File: config.mk
export PLATFORM = sky130hd
export DESIGN_NAME = pulse_stretch_ch
export DESIGN_NICKNAME = d
export VERILOG_FILES = /design/src/rtl/ps_pkg.sv /design/src/rtl/ps_sync.sv /design/src/rtl/ps_edge_qual.sv /design/src/rtl/ps_timer.sv /design/src/rtl/pulse_stretch_ch.sv
export SDC_FILE = /design/constraint.sdc
export NUM_CORES = 1
export LEC_CHECK = 0
export CAP_MARGIN = 20
export CORE_ASPECT_RATIO = 1.2
export CORE_MARGIN = 2
export CORE_UTILIZATION = 50
export CTS_BUF_LIST = sky130_fd_sc_hd__clkbuf_4
export DETAILED_ROUTE_END_ITERATION = 7
export GPL_ROUTABILITY_DRIVEN = 1
export PLACE_DENSITY = 0.77
export SLEW_MARGIN = 25
export SYNTH_ARGS = -nofsm -noshare
export SYNTH_HDL_FRONTEND = slang
export SYNTH_SLANG_ARGS = --single-unit
File: constraint.sdc
create_clock -name clk -period 5.15 [get_ports clk]
set_clock_uncertainty 0.05 [all_clocks]
set_input_delay 1.03 -clock clk [delete_from_list [all_inputs] [get_ports clk]]
set_output_delay 1.03 -clock clk [all_outputs]
set_load 0.01 [all_outputs]
File: src/rtl/ps_pkg.sv
package ps_pkg;
  typedef enum logic {
    PS_IDLE = 1'b0,
    PS_RUN  = 1'b1
  } ps_state_e;

  localparam int unsigned PS_SYNC_MIN = 2;
endpackage

File: src/rtl/ps_sync.sv
module ps_sync #(
  parameter int unsigned STAGES = 2
) (
  input  logic clk,
  input  logic rst_n,
  input  logic d_i,
  output logic q_o
);
  logic [STAGES-1:0] chain;

  for (genvar i = 0; i < STAGES; i++) begin : g_stage
    if (i == 0) begin : g_first
      always_ff @(posedge clk or negedge rst_n) begin
        if (!rst_n) chain[i] <= 1'b0;
        else        chain[i] <= d_i;
      end
    end else begin : g_next
      always_ff @(posedge clk or negedge rst_n) begin
        if (!rst_n) chain[i] <= 1'b0;
        else        chain[i] <= chain[i-1];
      end
    end
  end

  assign q_o = chain[STAGES-1];
endmodule

File: src/rtl/ps_edge_qual.sv
module ps_edge_qual (
  input  logic clk,
  input  logic rst_n,
  input  logic lo_s_i,
  input  logic hi_s_i,
  output logic trig_o
);
  logic lo_prev;
  logic hi_prev;
  logic lo_fell;
  logic hi_rose;

  always_ff @(posedge clk or negedge rst_n) begin
    if (!rst_n) begin
      lo_prev <= 1'b0;
      hi_prev <= 1'b0;
    end else begin
      lo_prev <= lo_s_i;
      hi_prev <= hi_s_i;
    end
  end

  // Each edge is gated by the level of the other pin
  assign lo_fell = lo_prev & ~lo_s_i & hi_s_i;
  assign hi_rose = ~hi_prev & hi_s_i & ~lo_s_i;
  assign trig_o  = lo_fell | hi_rose;
endmodule

File: src/rtl/ps_timer.sv
module ps_timer
  import ps_pkg::*;
#(
  parameter int unsigned CNT_W = 8
) (
  input  logic             clk,
  input  logic             rst_n,
  input  logic             clr_n,
  input  logic             load_i,
  input  logic [CNT_W-1:0] period_i,
  input  logic [CNT_W-1:0] holdoff_i,
  output logic             active_o,
  output logic [CNT_W-1:0] cnt_o,
  output logic [CNT_W-1:0] hold_o,
  output logic             hold_busy_o
);
  ps_state_e        state;
  logic [CNT_W-1:0] cnt;
  logic [CNT_W-1:0] hold;

  always_ff @(posedge clk or negedge rst_n) begin
    if (!rst_n) begin
      state <= PS_IDLE;
      cnt   <= '0;
      hold  <= '0;
    end else if (!clr_n) begin
      state <= PS_IDLE;
      cnt   <= '0;
      hold  <= '0;
    end else if (load_i) begin
      state <= PS_RUN;
      cnt   <= period_i;
      hold  <= holdoff_i;
    end else begin
      if (state == PS_RUN) begin
        if (cnt == '0) state <= PS_IDLE;
        else           cnt   <= cnt - 1'b1;
      end
      if (hold != '0) hold <= hold - 1'b1;
    end
  end

  assign active_o    = (state == PS_RUN);
  assign cnt_o       = cnt;
  assign hold_o      = hold;
  assign hold_busy_o = (hold != '0);
endmodule

File: src/rtl/pulse_stretch_ch.sv
module pulse_stretch_ch
  import ps_pkg::*;
#(
  parameter int unsigned CNT_W      = 8,
  parameter int unsigned SYNC_DEPTH = 2
) (
  input  logic             clk,
  input  logic             rst_n,
  input  logic             clr_n,
  input  logic             trig_n_i,
  input  logic             trig_p_i,
  input  logic [CNT_W-1:0] period_i,
  input  logic [CNT_W-1:0] holdoff_i,
  input  logic             lockout_i,
  output logic             pulse_o,
  output logic             pulse_no
);
  localparam int unsigned SYNC_N = (SYNC_DEPTH < PS_SYNC_MIN) ? PS_SYNC_MIN : SYNC_DEPTH;

  logic             lo_s;
  logic             hi_s;
  logic             trig;
  logic             accept;
  logic             active;
  logic             hold_busy;
  logic [CNT_W-1:0] cnt;
  logic [CNT_W-1:0] hold_cnt;

  ps_sync #(.STAGES(SYNC_N)) u_sync_lo (
    .clk(clk), .rst_n(rst_n), .d_i(trig_n_i), .q_o(lo_s)
  );

  ps_sync #(.STAGES(SYNC_N)) u_sync_hi (
    .clk(clk), .rst_n(rst_n), .d_i(trig_p_i), .q_o(hi_s)
  );

  ps_edge_qual u_qual (
    .clk(clk), .rst_n(rst_n), .lo_s_i(lo_s), .hi_s_i(hi_s), .trig_o(trig)
  );

  assign accept = trig & clr_n & ~hold_busy & ~(lockout_i & active);

  ps_timer #(.CNT_W(CNT_W)) u_timer (
    .clk        (clk),
    .rst_n      (rst_n),
    .clr_n      (clr_n),
    .load_i     (accept),
    .period_i   (period_i),
    .holdoff_i  (holdoff_i),
    .active_o   (active),
    .cnt_o      (cnt),
    .hold_o     (hold_cnt),
    .hold_busy_o(hold_busy)
  );

  // The clear masks the registered state, so the output drops in the same cycle
  assign pulse_o  = active & clr_n;
  assign pulse_no = ~pulse_o;
endmodule

---- After elaboration in Yosys (flattened, before gate mapping) ----
Index checks and enable logic that the tools add are counted.
storage, ports and cells
  register bits ........................... 23
  latch bits .............................. 0
  RAM bits ................................ 0
  memory bits (read-only) ................. 0
  input bits .............................. 22
  output and inout port bits .............. 2
  logic and storage cells ................. 43
  memories ................................ 0
operators by class
  add/subtract/negate cells ............... 2
  multiply operators ...................... 0
  divide/modulo/power cells ............... 0
  magnitude comparators ................... 0
  equality and inequality tests ........... 3
  shift operators ......................... 0
  mux-type cells .......................... 11
  bitwise gates (word level) .............. 15
  reductions and logical operators ........ 3
operators with widths
  operator               number
  $mux W8                7
  $sub A8 B1 Y8 const B  2
  $and A1 B1 Y1          9
  $logic_not A8 Y1       1
  $reduce_bool A8 Y1     1
  $ne A3 B1 Y1 const B   2
  $not A1 Y1             5
  $mux W1                4
  $ne A3 B3 Y1 const B   1
  $reduce_and A2 Y1      1
  $or A1 B1 Y1           1

---- Logic depth before layout (Yosys ltp) ----
Gate-level depths: netlist of run 1.
  word-level depth ........................ 9
  mapped depth ............................ 6
  mapped depth without buffers ............ 6

---- Modules after synthesis ----
Synthesis of run 1 repeated with hierarchy kept, for this count alone.
second synthesis, totals
  cell total of the unflattened synthesis .. 124
  area total of the unflattened synthesis .. 1267.5 um^2
modules (own cells, without submodules)
  module            instances  cells each  area an instance (um^2)  sequential area each (um^2)
  ps_timer          1          112         1067.3                   425.4
  ps_sync           2          2           50.0                     50.0
  ps_edge_qual      1          4           76.3                     50.0
  pulse_stretch_ch  1          4           23.8                     0.0

---- Worst setup path after synthesis of run 1 ----
OpenSTA, ideal clock, no wires.
  path kind ............................... input port to output port
  start point ............................. input port clr_n
  end point ............................... output port pulse_o
  arrival time ............................ 1.555 ns
  data required time ...................... 4.070 ns
  setup slack ............................. 2.515 ns
  stages on the path ...................... 3
  buffers on the path ..................... 1
  cells stage by stage .................... clkbuf_1 nand2_1 inv_1
on the way
  cells in the longest elaborated chain, start to end .. 1
ends and longest elaborated chain
  item                RTL line                source
  start: declaration  pulse_stretch_ch.sv:9   input logic clr_n,
  $and A1 B1 Y1       pulse_stretch_ch.sv:57  assign pulse_o = active & clr_n;
  end: declaration    pulse_stretch_ch.sv:15  output logic pulse_o,
No other way between the ends.

---- Worst setup path in the final report of run 1 ----
Same ends and word-level chain as after synthesis.

==> impl_metrics.json, run 1 <==
{
  "syn2layout_area_growth_pct": 21.68,
  "pwr-share-seq_pct": 44.7,
  "grt_overflow": 0,
  "tightestPinTransition_ps": 658.8,
  "timing.rr.start": "u_timer.hold_o[2]",
  "crit_family": "buffers and inverters",
  "synth_top_flop_cell": "dfrtp_1",
  "routabilityCongestion": 0.8647,
  "synth_fp_nets": 147,
  "reg2reg_slack_ps": 2930,
  "critical_path_buf_inv_count": 3,
  "via_per_inst": 5.705,
  "end_kind": "primary output",
  "timing.final.setup_violations": 0,
  "ff2ff_path_depth": 4,
  "grt_util_all_layers_pct": 19.79,
  "ant_nets": 0,
  "cts-hold-fix-buffers": 0,
  "numCtsBuffers": 3,
  "synthCells": 122,
  "nNetsFinal": 171,
  "synthXorXnorAreaFrac_pct": 4.895,
  "async_reset_ff_share_pct": 100.0,
  "core-area_um2": 2330,
  "synth_common_cells": "23 x dfrtp_1, 12 x nor3_1, 10 x nand2_1",
  "hold_path_end": "u_sync_lo.q_o",
  "yosysTopAreaCellShare_pct": 45.95,
  "clkSinkCount": 23,
  "p_comb_share_pct": 39.3,
  "clk_latency_ps": 310,
  "antenna_found_initial": 0,
  "diodes": 0,
  "critPathKind": "input port to primary output",
  "finalSetupTns_ps": 0,
  "p_sw_w": 0.0001970,
  "p_leak_nw": 0.6245,
  "vias": 1004,
  "intPower_w": 0.0003478,
  "switching_share_pct": 36.16,
  "synth_top_cell_by_area": "dfrtp_1",
  "r2r-end": "u_timer.cnt_o[5]",
  "power_w": 0.0005448,
  "synth_edf_count": 0,
  "final-hold-violation-count": 0,
  "slowest_delay_ps": 770,
  "grt_pass1_vias": 1066,
  "cts_tree": "done",
  "timing.fmax_mhz": 275.0,
  "drt-total-wl_um": 2566,
  "synth_top_family_by_area": "compound AO/OA/AOI/OAI gates",
  "synthesis.area_um2": 1252,
  "synth_compound_area_share_pct": 20.48,
  "cts-resized-gates": 0,
  "rows": 19,
  "drv_slew": 0,
  "drive_gt1_share_pct": 7.586,
  "h-tree-depth": 1,
  "yosys-top-cells-area": "dfrtp_1 46%, nor3_1 4.8%, o31ai_1 4.8%",
  "drc": 0,
  "ys_ff_latch": 23,
  "grt_pass1_wl_um": 4402,
  "min_from": "u_sync_lo.chain[0]",
  "min_path_cells": 0,
  "cp_slowest_cell": "clkdlybuf4s50_1",
  "dp.final_hpwl_um": 1947,
  "synth_fa_ha_area_share_pct": 2.997,
  "die_h_um": 58.83,
  "powerDensity_nw_per_um2": 357.5,
  "clockBufferDepth": 2,
  "start_util_pct": 53.76,
  "synth_most_common_cell": "dfrtp_1",
  "arrival_ps": 2560,
  "dieWidth_um": 49.69,
  "drt_iter0_drc": 21,
  "cpMostUsedCell": "clkdlybuf4s50_1",
  "io_pins": 24,
  "p_clk_share_pct": 16.1,
  "synthMuxAreaShare_pct": 2.597,
  "grt_max_degree": 24,
  "clockRootBuffer": "clkbuf_4",
  "ys_warn_count": 0,
  "synthSimpleGateAreaFrac_pct": 19.78,
  "drt_first_pass_iters": 4,
  "clk_pin_slew_worst_paths_ps": 120,
  "fin_crit_ps": 3637,
  "fin_crit_sh_pct": 70.62,
  "ys_types": 39,
  "startpoint_type": "input port",
  "cp.required_ps": 4070,
  "rsz0062_at_grt": "false",
  "dieArea_um2": 2923,
  "place.port_buffers": 23,
  "path_max_fanout": 14,
  "drv_cap": 0,
  "worstHoldPathType": "register to register",
  "wl_per_cell_um": 14.58,
  "syn_avg_cell_area_um2": 10.27,
  "outcome": "completed",
  "cts_setup_buffers": 0,
  "synth_seq_area_share_pct": 45.95,
  "relSlewSlack_pct": 55.46,
  "path_cells": "clkdlybuf4s50_1, nand2_1, inv_1, clkdlybuf4s50_1",
  "irDropWorstVdd_mv": 0.2540
}
[logic make-up (layout without fill, tap and decap cells)]
logic type	count (synthesis)	count (layout)
AO/OA/AOI/OAI	35	35
XOR/XNOR	7	7
adder cells (fa/ha/maj)	3	3
buffers and inverters	9	32
flip-flops	23	23
multiplexers	3	3
AND/OR/NAND/NOR	42	42
[power groups by stage]
stage	logic [W]	clock network [W]	registers (W)
3_5_place_dp	0.000216	0	0.000246
4_1_cts	0.000216	0.0000900	0.000243
3_3_place_gp	0.000210	0	0.000244
6_report	0.000214	0.0000875	0.000243
5_1_grt	0.000239	0.0000987	0.000247
2_1_floorplan	0.000169	0	0.000239
[area by class of cell]
class	count	area (um2)
tap	31	38.79
timing repair buffer	23	225.2
inverter	5	18.77
clock buffer	4	30.03
multi-input combinational	90	635.6
fill	211	805.8
sequential	23	575.6
[state kept, by name, summed over array words and instances (netlist names)]
register          flops
u_timer.cnt_o         8
u_timer.hold_o        8
u_qual.hi_prev        1
u_qual.lo_prev        1
u_sync_hi.chain       1
u_sync_hi.q_o         1
u_sync_lo.chain       1
u_sync_lo.q_o         1
u_timer.active_o      1
[layout by cell type (no fill, tap or decap), types with 4 or more instances in the layout]
cell / synthesis / layout
nand2_1: 10 / 10
inv_1: 5 / 5
a21oi_1: 8 / 8
nor3_1: 12 / 12
nor2_1: 4 / 4
xnor2_1: 4 / 4
clkdlybuf4s50_1: 0 / 22
dfrtp_1: 23 / 23
o31ai_1: 8 / 8
clkbuf_4: 0 / 4
[worst max path at each step]
stage / from / to / slack (ps) / cells past startpoint
floorplan: clr_n / pulse_o / 2510 / 3
global placement: clr_n / pulse_o / 1590 / 4
detailed placement: clr_n / pulse_o / 1540 / 4
CTS: clr_n / pulse_o / 1530 / 4
global route: clr_n / pulse_o / 1420 / 4
finish: clr_n / pulse_o / 1510 / 4
[through the flow]
stage | cells | area [um2] | hold WS [ps] | util, % | setup WS [ps]
floorplan | 122 | 1252 | 281.2 | - | 2515
global placement | 172 | 1499 | 284.9 | 64.34 | 1586
detailed placement | 172 | 1499 | 290.5 | 64.34 | 1540
CTS | 176 | 1529 | 318.0 | 65.63 | 1535
global route | 176 | 1524 | 321.9 | 65.41 | 1416
finish | 176 | 1524 | 314.5 | 65.41 | 1513
[metal layers]
layer  track usage (%)  share of wire (%)  vias to the layer above
li1                  -                  -                      500
met1             21.04                 40                      467
met2             37.52                 53                       32
met3             3.299                4.8                        5
met4             9.921                2.0                        0
met5                 0                  0                        -
Power figures use the tool's default switching activity.
==> inputs of run 2 (changes only) <==
Clock period 5.15 ns to 3.7 ns, I/O delays scaled along.
==> run 2 against run 1 <==
Compared with the run above:
- wire length rose by 3.1%
- sequential share of layout area fell by 0.12 points
- utilization rose by 0.21 points
- worst setup slack got worse by 650 ps
- final cell count rose by 0.57%
- power rose by 40%
- via count rose by 1.9%
- clock power rose by 33%
- critical endpoint unchanged
- largest cell class unchanged
- largest power group unchanged
==> impl_metrics.json, run 2 (synthesis results as in run 1) <==
{
  "outcome": "completed",
  "drv_slew": 0,
  "rows": 19,
  "critical_path.startpoint": "clr_n",
  "arrival_ps": 2050,
  "cp-endpoint": "pulse_o",
  "critPathKind": "input port to primary output",
  "cts-resized-gates": 0,
  "end_kind": "primary output",
  "cts_setup_buffers": 0,
  "cp.required_ps": 2910,
  "ff2ff_path_depth": 4,
  "mostFrequentLayoutCell": "dfrtp_1",
  "path_max_fanout": 14,
  "p_leak_nw": 0.6286,
  "clockRootBuffer": "clkbuf_4",
  "finalWorstSetupSlack_ps": 859.7,
  "finalSetupTns_ps": 0,
  "r2r-end": "u_timer.cnt_o[5]",
  "slowest_delay_ps": 520,
  "io_pins": 24,
  "grt_util_all_layers_pct": 20.25,
  "dp.final_hpwl_um": 1966,
  "wl_per_cell_um": 14.94,
  "syn2layout_area_growth_pct": 22.08,
  "clk_latency_ps": 310,
  "cp_slowest_cell": "clkdlybuf4s50_1",
  "timing.final.setup_violations": 0,
  "ant_nets": 0,
  "grt_pass1_vias": 1086,
  "dieWidth_um": 49.69,
  "startpoint_type": "input port",
  "cts-hold-fix-buffers": 0,
  "dieArea_um2": 2923,
  "layout_common_cells": "23 x dfrtp_1, 22 x clkdlybuf4s50_1, 12 x nor3_1, 10 x nand2_1",
  "dp.cells": 173,
  "grt_overflow": 0,
  "grt_max_degree": 24,
  "timing.fmax_mhz": 352.1,
  "relSlewSlack_pct": 60.53,
  "irDropWorstVdd_mv": 0.3622,
  "drt_first_pass_iters": 4,
  "timing.rr.start": "u_timer.hold_o[2]",
  "antenna_found_initial": 0,
  "worstHoldPathType": "input port to async pin",
  "cpMostUsedCell": "clkdlybuf4s50_1",
  "drt-total-wl_um": 2645,
  "vias": 1023,
  "diodes": 0,
  "final-hold-violation-count": 0,
  "clockBufferDepth": 2,
  "path_cells": "clkdlybuf4s50_1, buf_4, nand2_1, inv_1, clkdlybuf4s50_1",
  "die_h_um": 58.83,
  "clk_pin_slew_worst_paths_ps": 130,
  "numCtsBuffers": 3,
  "cts_tree": "done",
  "reg2reg_slack_ps": 1490,
  "powerDensity_nw_per_um2": 497.9,
  "nNetsFinal": 172,
  "grt_pass1_wl_um": 4498,
  "drt_iter0_drc": 19,
  "h-tree-depth": 1,
  "stdcell_area_um2": 1529,
  "drive_gt1_share_pct": 8.219,
  "drc": 0,
  "fin_crit_sh_pct": 76.77,
  "fin_cells": 177,
  "clkSinkCount": 23,
  "via_per_inst": 5.780,
  "drv_cap": 0,
  "rsz0062_at_grt": "false",
  "place.port_buffers": 23,
  "routabilityCongestion": 0.8590,
  "core-area_um2": 2330,
  "fin_crit_ps": 2840,
  "pre_cts_slack_ps": 865.2,
  "tightestPinTransition_ps": 583.9,
  "start_util_pct": 53.76,
  "postPlaceCellArea_um2": 1506
}
[run 2: changes by cell type in the layout (fill, tap and decap cells not counted)]
cell / change
clkbuf_4: -1
buf_4: +1
clkinv_2: +1
[run 2: layout make-up]
type	instances	area (um2)
Clock inverter	1	5.005
Clock buffer	3	22.52
Tap cell	31	38.79
Inverter	5	18.77
Timing Repair Buffer	24	232.7
Sequential cell	23	575.6
Multi-Input combinational cell	90	635.6
Fill cell	207	800.8
[run 2: layer usage]
layer	up-vias	part of all wire, %	wire length, um	GRT usage [%]
li1	508	-	-	-
met1	492	42	1101	20.76
met2	19	54	1434	41.33
met3	4	2.3	62	2.284
met4	0	1.7	46	7.540
met5	-	0	0	0
[run 2: critical path, delay by kind of cell]
family	cells	cell delay, ps
buffers and inverters	4	1220
and+or+nand+nor	1	90
[run 2: per-stage QoR]
stage                     hold slack [ps]  utilization (%)  total power, W
after floorplan                     281.2                -       0.0005681
after global routing                325.3            65.63       0.0008145
final                               317.8            65.63       0.0007612
after detailed placement            291.8            64.66       0.0006456
after global placement              284.4            64.66       0.0006325
after CTS                           321.6            65.84       0.0007633
[run 2: power breakdown]
group,leakage [nW],internal (W),switching (W)
combinational,0.311,0.000144,0.000163
clock,0.0177,0.0000403,0.0000761
sequential,0.300,0.000291,0.0000466
total,0.629,0.000476,0.000285
[run 2: worst min path at each step]
stage	endpoint	slack, ps
floorplan	u_sync_hi.q_o	280
global placement	u_sync_hi.q_o	280
finish	u_sync_hi.chain[0]	320
detailed placement	u_sync_hi.q_o	290
CTS	u_sync_hi.q_o	320
global route	u_qual.lo_prev	330
==> inputs of run 3 (changes only) <==
Clock period 3.7 ns to 2.7 ns, I/O delays scaled along.
==> run 3 against run 2 <==
Compared with the run above:
- global-route usage grew 1.8 points
- utilization is 1.3 points higher
- largest power group unchanged
- die area unchanged
- largest cell class unchanged
- combinational power grew 39%
- first-iteration DRC count decreased by 16%
- critical path type unchanged
- critical path depth fell by 1
- highest routed layer unchanged
==> impl_metrics.json, run 3 (synthesis results as in run 1) <==
{
  "timing.fmax_mhz": 439.6,
  "vias": 1050,
  "grt_util_all_layers_pct": 22.02,
  "cts-hold-fix-buffers": 0,
  "startpoint_type": "input port",
  "antenna_found_initial": 0,
  "rows": 19,
  "pwr-share-seq_pct": 44.2,
  "routabilityCongestion": 0.8572,
  "nNetsFinal": 175,
  "place.port_buffers": 23,
  "clockBufferDepth": 2,
  "core-area_um2": 2330,
  "grt_pass1_wl_um": 4954,
  "io_pins": 24,
  "powerDensity_nw_per_um2": 673.2,
  "path_max_fanout": 2,
  "p_clk_share_pct": 15.3,
  "final-hold-violation-count": 0,
  "grt_overflow": 0,
  "fin_cells": 180,
  "critPathKind": "input port to primary output",
  "p_comb_share_pct": 40.6,
  "dp.cells": 176,
  "via_per_inst": 5.833,
  "die_h_um": 58.83,
  "ant_nets": 0,
  "tightestPinTransition_ps": 616.0,
  "p_leak_nw": 0.6382,
  "clk_latency_ps": 310,
  "arrival_ps": 1680,
  "power_w": 0.001050,
  "cts_setup_buffers": 0,
  "p_sw_w": 0.0003878,
  "relSlewSlack_pct": 58.36,
  "drv_slew": 0,
  "dieWidth_um": 49.69,
  "worstHoldPathType": "register to register",
  "fin_crit_sh_pct": 84.25,
  "grt.met3_usage_pct": 2.792,
  "drt_iter0_drc": 16,
  "switching_share_pct": 36.95,
  "cts_tree": "done",
  "fin_crit_ps": 2275,
  "drt_first_pass_iters": 4,
  "grt_max_degree": 24,
  "dieArea_um2": 2923,
  "grt_pass1_vias": 1141,
  "layout_common_cells": "23 x clkdlybuf4s50_1, 23 x dfrtp_1, 12 x nor3_1, 10 x nand2_1",
  "drt-total-wl_um": 2687,
  "numCtsBuffers": 3,
  "finalSetupTns_ps": 0,
  "busiest_layer": "met2",
  "cp.required_ps": 2110,
  "outcome": "completed",
  "drive_gt1_share_pct": 9.396,
  "gr-usage-met1_pct": 23.96,
  "drv_cap": 0,
  "end_kind": "primary output",
  "cts-resized-gates": 0,
  "irDropWorstVdd_mv": 0.5573,
  "clockRootBuffer": "clkbuf_4",
  "met2_usage_pct": 43.24,
  "timing.final.setup_violations": 0,
  "syn2layout_area_growth_pct": 24.48,
  "dp.final_hpwl_um": 2062,
  "start_util_pct": 53.76,
  "rsz0062_at_grt": "false",
  "drc": 0,
  "h-tree-depth": 1,
  "clkSinkCount": 23,
  "diodes": 0,
  "intPower_w": 0.0006617,
  "clk_pin_slew_worst_paths_ps": 130,
  "wl_per_cell_um": 14.93
}
==> run 3: cell count changes in the layout (fill, tap and decap cells not counted) <==
cell and change:
clkinv_2 -1, buf_4 +3, buf_2 -1, clkdlybuf4s50_1 +1, clkinvlp_4 +1
==> run 3: critical path, stage by stage <==
cell and delay, ps:
clkdlybuf4s50_1 480, nand2_1 70, inv_1 70, clkdlybuf4s50_1 530
==> run 3: metal layers <==
metal	vias up	wire length, um
met3	6	84
met5	-	0
li1	511	-
met1	506	1048
met4	0	47
met2	27	1506
==> run 3: final timing paths <==
| path | start | endpoint | slack, ps | cells after the start |
|---|---|---|---|---|
| max in group asynchronous | rst_n | u_timer.cnt_o[5] | 1860 | 2 |
| min in group asynchronous | rst_n | u_sync_hi.chain[0] | 510 | 2 |
| setup / recovery | clr_n | pulse_o | 430 | 4 |
| hold reg to reg | u_sync_lo.chain[0] | u_sync_lo.q_o | 310 | 0 |
| hold / removal | u_sync_lo.chain[0] | u_sync_lo.q_o | 310 | 0 |
| setup reg to reg | u_timer.hold_o[2] | u_timer.hold_o[2] | 780 | 4 |
==> run 3: stage by stage <==
stage / setup WS [ps] / hold WS [ps] / instance area, um2 / util (%)
after floorplan: 1045 / 194.4 / 1252 / -
after global placement: 461.1 / 284.1 / 1529 / 65.63
after detailed placement: 408.1 / 287.1 / 1529 / 65.63
after CTS: 409.0 / 317.7 / 1559 / 66.92
after global routing: 377.4 / 337.3 / 1559 / 66.92
final: 425.2 / 314.6 / 1559 / 66.92
==> run 3: cell type report <==
cell class / count / area, um2
multi-input combinational: 90 / 635.6
clock buffer: 3 / 22.52
sequential: 23 / 575.6
tap: 31 / 38.79
fill: 209 / 770.7
clock inverter: 1 / 7.507
timing repair buffer: 27 / 260.3
inverter: 5 / 18.77
==> run 3: power groups by stage <==
| stage | clock network (W) | logic [W] | registers (W) |
|---|---|---|---|
| 6_report | 0.000160 | 0.000426 | 0.000464 |
| 5_1_grt | 0.000181 | 0.000483 | 0.000473 |
| 4_1_cts | 0.000167 | 0.000429 | 0.000463 |
| 3_5_place_dp | 0 | 0.000428 | 0.000469 |
| 3_3_place_gp | 0 | 0.000409 | 0.000466 |
| 2_1_floorplan | 0 | 0.000323 | 0.000456 |
